[src/rtl/hsf_pkg.sv]
package hsf_pkg;
   localparam int unsigned CODE_W      = 24;
   localparam int unsigned WORD_W      = 32;
   localparam int unsigned LOC_LSB     = 16;
   localparam int unsigned LOC_W       = 12;
   localparam int unsigned FIX_WEIGHT  = CODE_W / 2;
   localparam logic [WORD_W-1:0] BLANK_STORED = 32'h0FFF_0FFF;

   typedef enum logic [1:0] {
      HSF_OK       = 2'd0,
      HSF_FIXED    = 2'd1,
      HSF_CODE_BAD = 2'd2,
      HSF_UNCORR   = 2'd3
   } hsf_status_e;

   typedef enum logic [1:0] {
      TOP_IDLE,
      TOP_EVAL,
      TOP_FIXING,
      TOP_FIN
   } hsf_top_state_e;

   typedef enum logic [1:0] {
      RMW_IDLE,
      RMW_RD,
      RMW_MOD,
      RMW_WR
   } hsf_rmw_state_e;
endpackage

[src/rtl/hsf_unpack.sv]
module hsf_unpack
   import hsf_pkg::*;
(
   input  logic [CODE_W-1:0] code_i,
   output logic [WORD_W-1:0] word_o
);
   logic [7:0] b0, b1, b2;

   assign b0 = code_i[7:0];
   assign b1 = code_i[15:8];
   assign b2 = code_i[23:16];

   // Byte 2 is split: high nibble above b1, low nibble above b0.
   assign word_o = {4'h0, b2[7:4], b1, 4'h0, b2[3:0], b0};
endmodule

[src/rtl/hsf_popcount.sv]
module hsf_popcount #(
   parameter int unsigned W   = 24,
   parameter int unsigned GRP = 4,
   localparam int unsigned NG  = W / GRP,
   localparam int unsigned GW  = $clog2(GRP + 1),
   localparam int unsigned CW  = $clog2(W + 1)
) (
   input  logic          clk,
   input  logic          rst_n,
   input  logic          load_i,
   input  logic [W-1:0]  vec_i,
   output logic [CW-1:0] cnt_o
);
   if (W % GRP != 0) begin : g_bad_grp
      $error("hsf_popcount: W must be a multiple of GRP");
   end

   function automatic logic [GW-1:0] slice_count(input logic [GRP-1:0] s);
      logic [GW-1:0] acc;
      acc = '0;
      for (int k = 0; k < GRP; k++) acc = acc + GW'(s[k]);
      return acc;
   endfunction

   logic [NG*GW-1:0] parts;
   logic [CW-1:0]    total;

   for (genvar g = 0; g < NG; g++) begin : g_leaf
      assign parts[g*GW +: GW] = slice_count(vec_i[g*GRP +: GRP]);
   end

   always_comb begin
      total = '0;
      for (int g = 0; g < NG; g++) total = total + CW'(parts[g*GW +: GW]);
   end

   always_ff @(posedge clk or negedge rst_n) begin
      if (!rst_n)      cnt_o <= '0;
      else if (load_i) cnt_o <= total;
   end
endmodule

[src/rtl/hsf_rmw.sv]
module hsf_rmw
   import hsf_pkg::*;
#(
   parameter int unsigned ADDR_W = 9,
   parameter int unsigned BYTE_W = 8,
   localparam int unsigned BIT_W = $clog2(BYTE_W)
) (
   input  logic              clk,
   input  logic              rst_n,
   input  logic              kick_i,
   input  logic [ADDR_W-1:0] addr_i,
   input  logic [BIT_W-1:0]  bit_i,
   input  logic [BYTE_W-1:0] rdata_i,
   output logic              req_o,
   output logic              we_o,
   output logic [ADDR_W-1:0] addr_o,
   output logic [BYTE_W-1:0] wdata_o,
   output logic              done_o
);
   hsf_rmw_state_e state_q;
   logic [BYTE_W-1:0] mask_q;

   always_ff @(posedge clk or negedge rst_n) begin
      if (!rst_n) begin
         state_q <= RMW_IDLE;
         addr_o  <= '0;
         mask_q  <= '0;
         wdata_o <= '0;
      end else begin
         unique case (state_q)
            RMW_IDLE: if (kick_i) begin
               state_q <= RMW_RD;
               addr_o  <= addr_i;
               mask_q  <= BYTE_W'(1) << bit_i;
            end
            RMW_RD:  state_q <= RMW_MOD;
            RMW_MOD: begin
               wdata_o <= rdata_i ^ mask_q;
               state_q <= RMW_WR;
            end
            RMW_WR:  state_q <= RMW_IDLE;
            default: state_q <= RMW_IDLE;
         endcase
      end
   end

   assign req_o  = (state_q != RMW_IDLE);
   assign we_o   = (state_q == RMW_WR);
   assign done_o = (state_q == RMW_WR);
endmodule

[src/rtl/hamming_sector_fixer.sv]
module hamming_sector_fixer
   import hsf_pkg::*;
#(
   parameter int unsigned SECTOR_BYTES = 512,
   parameter int unsigned BYTE_W       = 8,
   parameter int unsigned POP_GRP      = 4,
   localparam int unsigned ADDR_W = $clog2(SECTOR_BYTES),
   localparam int unsigned BIT_W  = $clog2(BYTE_W)
) (
   input  logic              clk,
   input  logic              rst_n,
   input  logic              start_i,
   input  logic [CODE_W-1:0] stored_code_i,
   input  logic [CODE_W-1:0] calc_code_i,
   output logic              done_o,
   output logic [1:0]        status_o,
   output logic [ADDR_W-1:0] fix_byte_o,
   output logic [BIT_W-1:0]  fix_bit_o,
   output logic              buf_req_o,
   output logic [ADDR_W-1:0] buf_addr_o,
   output logic              buf_we_o,
   output logic [BYTE_W-1:0] buf_wdata_o,
   input  logic [BYTE_W-1:0] buf_rdata_i
);
   localparam int unsigned CW = $clog2(CODE_W + 1);

   if (ADDR_W + BIT_W != LOC_W) begin : g_bad_geom
      $error("hamming_sector_fixer: sector geometry must match 12-bit location field");
   end
   if ((1 << BIT_W) != BYTE_W) begin : g_bad_byte
      $error("hamming_sector_fixer: BYTE_W must be a power of two");
   end

   logic [WORD_W-1:0] st_word, ca_word;
   logic [LOC_W-1:0]  syn_hi, syn_lo;
   logic [CW-1:0]     pop_cnt;
   logic [LOC_W-1:0]  loc_q;
   logic              blank_q;
   hsf_top_state_e    state_q;
   hsf_status_e       cls, status_q;
   logic              accept, kick, rmw_done;

   hsf_unpack u_unp_st (.code_i(stored_code_i), .word_o(st_word));
   hsf_unpack u_unp_ca (.code_i(calc_code_i),   .word_o(ca_word));

   assign syn_hi = st_word[LOC_LSB +: LOC_W] ^ ca_word[LOC_LSB +: LOC_W];
   assign syn_lo = st_word[LOC_W-1:0]        ^ ca_word[LOC_W-1:0];
   assign accept = start_i && (state_q == TOP_IDLE);

   hsf_popcount #(.W(CODE_W), .GRP(POP_GRP)) u_pop (
      .clk    (clk),
      .rst_n  (rst_n),
      .load_i (accept),
      .vec_i  ({syn_hi, syn_lo}),
      .cnt_o  (pop_cnt)
   );

   always_ff @(posedge clk or negedge rst_n) begin
      if (!rst_n) begin
         loc_q   <= '0;
         blank_q <= 1'b0;
      end else if (accept) begin
         loc_q   <= syn_hi;
         blank_q <= (st_word == BLANK_STORED) && (ca_word == '0);
      end
   end

   always_comb begin
      if (pop_cnt == '0)                   cls = HSF_OK;
      else if (pop_cnt == CW'(FIX_WEIGHT)) cls = HSF_FIXED;
      else if (pop_cnt == CW'(1))          cls = HSF_CODE_BAD;
      else if (blank_q)                    cls = HSF_OK;
      else                                 cls = HSF_UNCORR;
   end

   assign kick = (state_q == TOP_EVAL) && (cls == HSF_FIXED);

   always_ff @(posedge clk or negedge rst_n) begin
      if (!rst_n) begin
         state_q  <= TOP_IDLE;
         status_q <= HSF_OK;
      end else begin
         unique case (state_q)
            TOP_IDLE:   if (accept) state_q <= TOP_EVAL;
            TOP_EVAL: begin
               status_q <= cls;
               state_q  <= kick ? TOP_FIXING : TOP_FIN;
            end
            TOP_FIXING: if (rmw_done) state_q <= TOP_FIN;
            TOP_FIN:    state_q <= TOP_IDLE;
            default:    state_q <= TOP_IDLE;
         endcase
      end
   end

   hsf_rmw #(.ADDR_W(ADDR_W), .BYTE_W(BYTE_W)) u_rmw (
      .clk     (clk),
      .rst_n   (rst_n),
      .kick_i  (kick),
      .addr_i  (loc_q[LOC_W-1:BIT_W]),
      .bit_i   (loc_q[BIT_W-1:0]),
      .rdata_i (buf_rdata_i),
      .req_o   (buf_req_o),
      .we_o    (buf_we_o),
      .addr_o  (buf_addr_o),
      .wdata_o (buf_wdata_o),
      .done_o  (rmw_done)
   );

   assign done_o     = (state_q == TOP_FIN);
   assign status_o   = status_q;
   assign fix_byte_o = loc_q[LOC_W-1:BIT_W];
   assign fix_bit_o  = loc_q[BIT_W-1:0];
endmodule

[config.mk]
export PLATFORM = sky130hd
export DESIGN_NAME = hamming_sector_fixer
export DESIGN_NICKNAME = d
export VERILOG_FILES = /design/src/rtl/hsf_pkg.sv /design/src/rtl/hsf_unpack.sv /design/src/rtl/hsf_popcount.sv /design/src/rtl/hsf_rmw.sv /design/src/rtl/hamming_sector_fixer.sv
export SDC_FILE = /design/constraint.sdc
export NUM_CORES = 1
export LEC_CHECK = 0
export BUFFER_PORTS_ARGS = -buffer_cell sky130_fd_sc_hd__buf_2
export CAP_MARGIN = 10
export CORE_MARGIN = 2
export CORE_UTILIZATION = 36
export CTS_CLUSTER_DIAMETER = 60
export DETAILED_ROUTE_END_ITERATION = 12
export GPL_TIMING_DRIVEN = 0
export PLACE_DENSITY = 0.59
export SETUP_SLACK_MARGIN = 0.05
export SKIP_CTS_REPAIR_TIMING = 1
export SYNTH_ARGS = -nofsm -noshare
export SYNTH_HDL_FRONTEND = slang
export SYNTH_SLANG_ARGS = --single-unit
[constraint.sdc]
create_clock -name clk -period 4.21 [get_ports clk]
set_clock_uncertainty 0.2 [all_clocks]
set_input_delay 0.842 -clock clk [delete_from_list [all_inputs] [get_ports clk]]
set_output_delay 0.842 -clock clk [all_outputs]
set_load 0.02 [all_outputs]
# ---- After elaboration in Yosys (flattened, before gate mapping)
# Index checks and enable logic that the tools add are counted.
dict set report word_totals {
  regBits 49
  out_inout_bits 34
}
dict set report op_classes {
  n_addsub 23
  n_eq_ne 13
  shifts 1
  n_mux 10
  bitwise_logic 3
  n_reduce_logical 10
}
# op count
set op_table {}
lappend op_table {{3-bit by 1-bit adder with 3-bit output} 12}
lappend op_table {{32-bit logical NOT} 1}
lappend op_table {{24-bit equality test, second input constant} 1}
lappend op_table {{12-bit XOR} 2}
lappend op_table {{5-bit by 3-bit adder with 5-bit output} 4}
lappend op_table {{2-bit one-hot mux with 4 select lines} 2}
lappend op_table {{2-bit 2-to-1 mux} 7}
lappend op_table {{1-bit by 1-bit adder with 2-bit output} 6}
lappend op_table {{2-bit equality test, second input constant} 4}
lappend op_table {{1-bit by 3-bit left shift with 8-bit output, first input constant} 1}
lappend op_table {{8-bit XOR} 1}
lappend op_table {{2-bit by 1-bit equality test with 1-bit output, second input constant} 3}
lappend op_table {{2-bit != test, second input constant} 3}
lappend op_table {{5-bit by 1-bit equality test with 1-bit output, second input constant} 1}
lappend op_table {{5-bit by 4-bit equality test with 1-bit output, second input constant} 1}
lappend op_table {{5-bit logical NOT} 1}
lappend op_table {{3-bit by 3-bit adder with 4-bit output} 1}
lappend op_table {{2-bit logical NOT} 2}
lappend op_table {{2-bit AND reduction} 2}
lappend op_table {{1-bit logical AND} 3}
lappend op_table {{2-bit nonzero test} 1}
lappend op_table {{1-bit 2-to-1 mux} 1}

# ---- Depth between registers and ports, before layout
dict set report depth {
  depth_word 9
  depth_mapped 19
}

# ---- Modules after synthesis
# A second synthesis with hierarchy kept.
dict set report unflattened {
  hier_cells 370
  area_unflattened_um2 3829.9
}
# mod n_inst cells_per_inst area_each_um2 seq_area_each_um2
set modules_own_cells {}
lappend modules_own_cells {hamming_sector_fixer 1 111 1213.7 425.4}
lappend modules_own_cells {hsf_rmw 1 91 1164.9 675.6}
lappend modules_own_cells {hsf_popcount 1 102 963.4 125.1}
lappend modules_own_cells {hsf_unpack 2 33 244.0 0.0}

# ---- Worst setup path after synthesis
# Ideal clock, no wire load.
dict set report synth_path {
  path_kind {input -> register}
  startpoint {in stored_code_i[0]}
  endpoint {reg u_pop.cnt_o[4]}
  setup_ns 0.136
  t_arrival_ns 5.031
  t_required_ns 3.874
  slack_ns -1.157
  path_stages 18
  cell_sequence {xor2_1 -> ha_1 -> inv_1 -> fa_1 -> inv_1 -> ha_1 -> fa_1 -> xor2_1 -> fa_1 -> fa_1 -> inv_1 -> fa_1 -> inv_1 -> ha_1 -> a21o_1 -> a21oi_1 -> xnor2_1 -> o21ai_0}
}
dict set report synth_via {
  elab_chain_len 9
}
# item line_no
set synth_rtl {}
lappend synth_rtl {{start, declared} hamming_sector_fixer.sv:13} ;# input logic [CODE_W-1:0] stored_code_i,
lappend synth_rtl {{12-bit XOR} hamming_sector_fixer.sv:47} ;# assign syn_lo = st_word[LOC_W-1:0] ^ ca_word[LOC_W-1:0];
lappend synth_rtl {{1-bit by 1-bit adder with 2-bit output} hsf_popcount.sv:21} ;# for (int k = 0; k < GRP; k++) acc = acc + GW'(s[k]);
lappend synth_rtl {{3-bit by 1-bit adder with 3-bit output (2 in a row)} hsf_popcount.sv:21}
lappend synth_rtl {{3-bit by 3-bit adder with 4-bit output} hsf_popcount.sv:34} ;# for (int g = 0; g < NG; g++) total = total + CW'(parts[g*GW +: GW]);
lappend synth_rtl {{5-bit by 3-bit adder with 5-bit output (4 in a row)} hsf_popcount.sv:34}
lappend synth_rtl {{end signal, assigned} hsf_popcount.sv:39} ;# else if (load_i) cnt_o <= total;
lappend synth_rtl {{end, declared} hsf_popcount.sv:12} ;# output logic [CW-1:0] cnt_o
# Every way passes these cells.
# A chain may end at the register's enable or synchronous reset.

# ---- Worst setup path after layout
dict set report layout_path {
  startpoint {in stored_code_i[0]}
  endpoint {reg u_pop.cnt_o[2]}
}
dict set report layout_via {
  elab_chain_len 9
}
# item line_no
set layout_rtl {}
lappend layout_rtl {{12-bit XOR} hamming_sector_fixer.sv:47}
lappend layout_rtl {{1-bit by 1-bit adder with 2-bit output} hsf_popcount.sv:21}
lappend layout_rtl {{3-bit by 1-bit adder with 3-bit output (2 in a row)} hsf_popcount.sv:21}
lappend layout_rtl {{3-bit by 3-bit adder with 4-bit output} hsf_popcount.sv:34}
lappend layout_rtl {{5-bit by 3-bit adder with 5-bit output (4 in a row)} hsf_popcount.sv:34}
lappend layout_rtl {{named net u_pop.total[2]} hsf_popcount.sv:26} ;# logic [CW-1:0] total;
# The timed path passes the listed nets, and every way through them passes these cells.

==> results by group <==
Clock tree
  – CTS tree: built
  – Sink Count: 49
  – H-tree levels: 2
  – Num CTS Buffers: 5
  – Clock buffer depth: 2
  – Root Driver: clkbuf_8
  – Clock transition at the registers of the reported paths: around 0.09 ns
  – Clk_lat worst skew: 0.29 ns

GRT
  – Number of global-route vias before repair: 2447
  – GRT Total Usage: 14.69%
  – Remaining Overflow, GRT: 0
  – Initial antenna violation count: 0
  – Largest net degree at the start of global routing: 50
  – Global-route wire length before repair: 11690 um

Hold path
  – Hold Crit Class: in -> async

Synthesis
  – Top area cells in the synthesized netlist: dfrtp_1, ha_1, fa_1
  – Synth cell count leaders: dfrtp_1, inv_1, ha_1
  – Synth unique cells: 33
  – Cells after Synth: 287
  – Post-Syn Area per Cell: between 10 and 15 um2
  – Warnings from Yosys: 0
  – Area leader, netlist: dfrtp_1
  – Main combinational cell family by area after synthesis: adder cells
  – Area share of the largest cell type after synthesis: around 38%
  – Post-synthesis mux area share: 8.788%
  – Sequential area share after synthesis: 37.94%
  – Post-Synth Adder-Cell Area: 21.14%
  – Syn Nets: 391
  – Post-synth ARST share: between 90% and 100%
  – Most common flop cell mapped by yosys: dfrtp_1
  – Compound-Gate Fraction of Synth Area: 6.272%
  – Post-Syn Area: 0.003232 mm2
  – Synthesis-stage register bit count: 49
  – Post-Synth Simple-Gate Area: a little over a tenth
  – Post-Synth XOR/XNOR Area: roughly a tenth
  – Post-synth EDFFs: 0
  – Most common cell in the netlist: dfrtp_1

Detailed routing
  – Residual DRC: 0
  – Post-DR wirelength/cell: 13.93 um
  – TritonRoute pass-1 iters: 4
  – DR iter-0 viols: 52
  – Via count: 2376
  – WL final: 6910 um
  – Vias/cell: 4.790
  – Post-DRT Antenna Nets: 0

Place
  – Placed Area: 0.003851 mm2
  – Hpwl dp: 5741 um
  – Dpl ws: -1.227 ns
  – # port buffers: 92
  – Gpl congestion: between 0.7 and 0.8

Floorplan
  – Die H: 98.75 um
  – Die width: 98.75 um
  – Ports: between 90 and 100
  – Area of the core: 0.008721 mm2
  – Initial core utilization: 37.06%
  – # rows: 34
  – DIE AREA: 0.009752 mm2

Cells and area
  – Fin nets: 491
  – Area grow syn2layout: 25.86%
  – Ant. Diodes: 0
  – Fill cells: 810
  – Layout cell share with drive strength beyond 1: 38.66%
  – Final Cell Area: ~0.0041 mm2

Power
  – P_leak: 2.020 nW
  – Internal power: 1.711 mW
  – Sequential Power Share: about a quarter
  – PwrDens: 754.5 mW/mm2
  – Sw frac: 44.26%
  – Worst VDD drop: 334.4 uV
  – Clk pwr share: a little over 9%
  – NetSw: about 1.4 mW
  – Comb power frac: 64.6%

Worst setup path
  – CP max stage cell: fa_2
  – Classification of the worst setup path: in -> reg
  – Crit path launch: stored_code_i[0]
  – Slowest stage delay, CP: 0.53 ns
  – Kind of cell adding the most delay to the critical path: adder cells
  – Max Fanout on Critical Path: 2
  – Critical Path RT: 4.20 ns
  – Sequence of cells on the critical path: buf_6 -> xor2_1 -> ha_1 -> inv_2 -> fa_2 -> inv_2 -> ha_4 -> fa_2 -> inv_2 -> fa_1 -> fa_1 -> inv_1 -> fa_1 -> ha_4 -> fa_2 -> mux2_4
  – CP Launch Type: input pin
  – Crit path capture type: register
  – Worst r2r src: state_q[0]$_DFFE_PN0P_
  – Crit path DAT: 5.08 ns
  – CP bufs+invs: 5

STA
  – PnR worst setup slack: -0.8842 ns
  – Final Setup Violations: 4
  – Max Clk Rate: 196.3 MHz
  – Max-slew violation total from the final report: 0
  – Minimum clock period: around 5.1 ns
  – Final hold violations: 0
  – Setup tns final: -3.011 ns
  – Period utilization: 121.0%
  – Measured slew at the worst slew-check pin: 0.6368 ns
  – Max-Slew Margin vs Limit: 57.55%
  – Unrepaired setup endpoints after global routing: true

Run status
  – Failing checks: negative setup slack
  – Status: finished with violations

Flow run
  – MaxCap Viol Count: 0
==> layout by cell type, fill, tap and decap left out, drive strengths merged, types with 4 or more instances in the layout <==
cell / instances
buf: 98
o21ai: 7
fa: 16
xor2: 20
a21oi: 14
nor4bb: 6
ha: 29
o41ai: 5
clkbuf: 9
mux2: 23
nor2: 15
dfrtp: 49
xnor2: 16
nand4: 4
inv: 34
nand2: 19
==> per-stage QoR <==
stage	util [%]	power [mW]	hold slack, ns	cells
after floorplan	-	2.100	0.2643	287
after global placement	44.16	2.549	0.2827	487
after detailed placement	44.16	2.594	0.2871	487
after CTS	45.21	2.880	0.3111	495
after global routing	46.64	3.410	0.2492	496
final	46.64	3.069	0.2454	496
==> per-layer routing <==
layer / up-vias / wire length [um] / global-route usage (%)
li1: 1159 / - / -
met1: 1138 / 3074 / 19.13
met2: 75 / 3407 / 25.78
met3: 4 / 379 / 3.050
met4: 0 / 48 / 2.213
met5: - / 0 / 0
==> cell families after synthesis <==
logic type,count (synthesis)
XOR/XNOR,36
adder cells (fa/ha/maj),45
AO/OA/AOI/OAI,33
buffers and inverters,43
flip-flops,49
AND/OR/NAND/NOR,57
multiplexers,24
==> registers in the layout, summed over array words and instances (netlist names) <==
signal / count
blank_q: 1
loc_q: 12
state_q: 2
status_o: 2
u_pop.cnt_o: 5
u_rmw.addr_o: 9
u_rmw.mask_q: 8
u_rmw.state_q: 2
u_rmw.wdata_o: 8
==> worst paths after layout <==
kind / endpoint / slack, ns / cells after the start
worst max register to register: loc_q[11]$_DFFE_PN0P_ / 2.03 / 5
worst min register to register: u_rmw.addr_o[1]$_DFFE_PN0P_ / 0.31 / 1
min in group clk: u_rmw.addr_o[1]$_DFFE_PN0P_ / 0.31 / 1
max in group asynchronous: loc_q[0]$_DFFE_PN0P_ / 3.06 / 2
worst max-delay path: u_pop.cnt_o[2]$_DFFE_PN0P_ / -0.88 / 16
worst min-delay path: u_rmw.wdata_o[0]$_DFFE_PN0P_ / 0.25 / 1
==> area by class of cell <==
type | instances | area [um2] | area share [%]
well taps | 108 | 135.1 | 3.322
repair buffers | 93 | 518.0 | 12.73
plain buffers | 9 | 43.79 | 1.077
flip-flops and latches | 49 | 1226 | 30.14
clock buffers | 5 | 68.82 | 1.692
inverters | 34 | 127.6 | 3.137
multi-input cells | 195 | 1926 | 47.34
clock inverters | 3 | 22.52 | 0.5537
==> power groups by stage <==
stage	Combinational [mW]	Clock [mW]	Sequential (mW)
after floorplan	1.15	0	0.946
after global placement	1.74	0	0.812
after detailed placement	1.78	0	0.818
after CTS	1.78	0.289	0.808
after global routing	2.27	0.304	0.834
final	1.98	0.279	0.808
(Power assumes the default switching activity.)
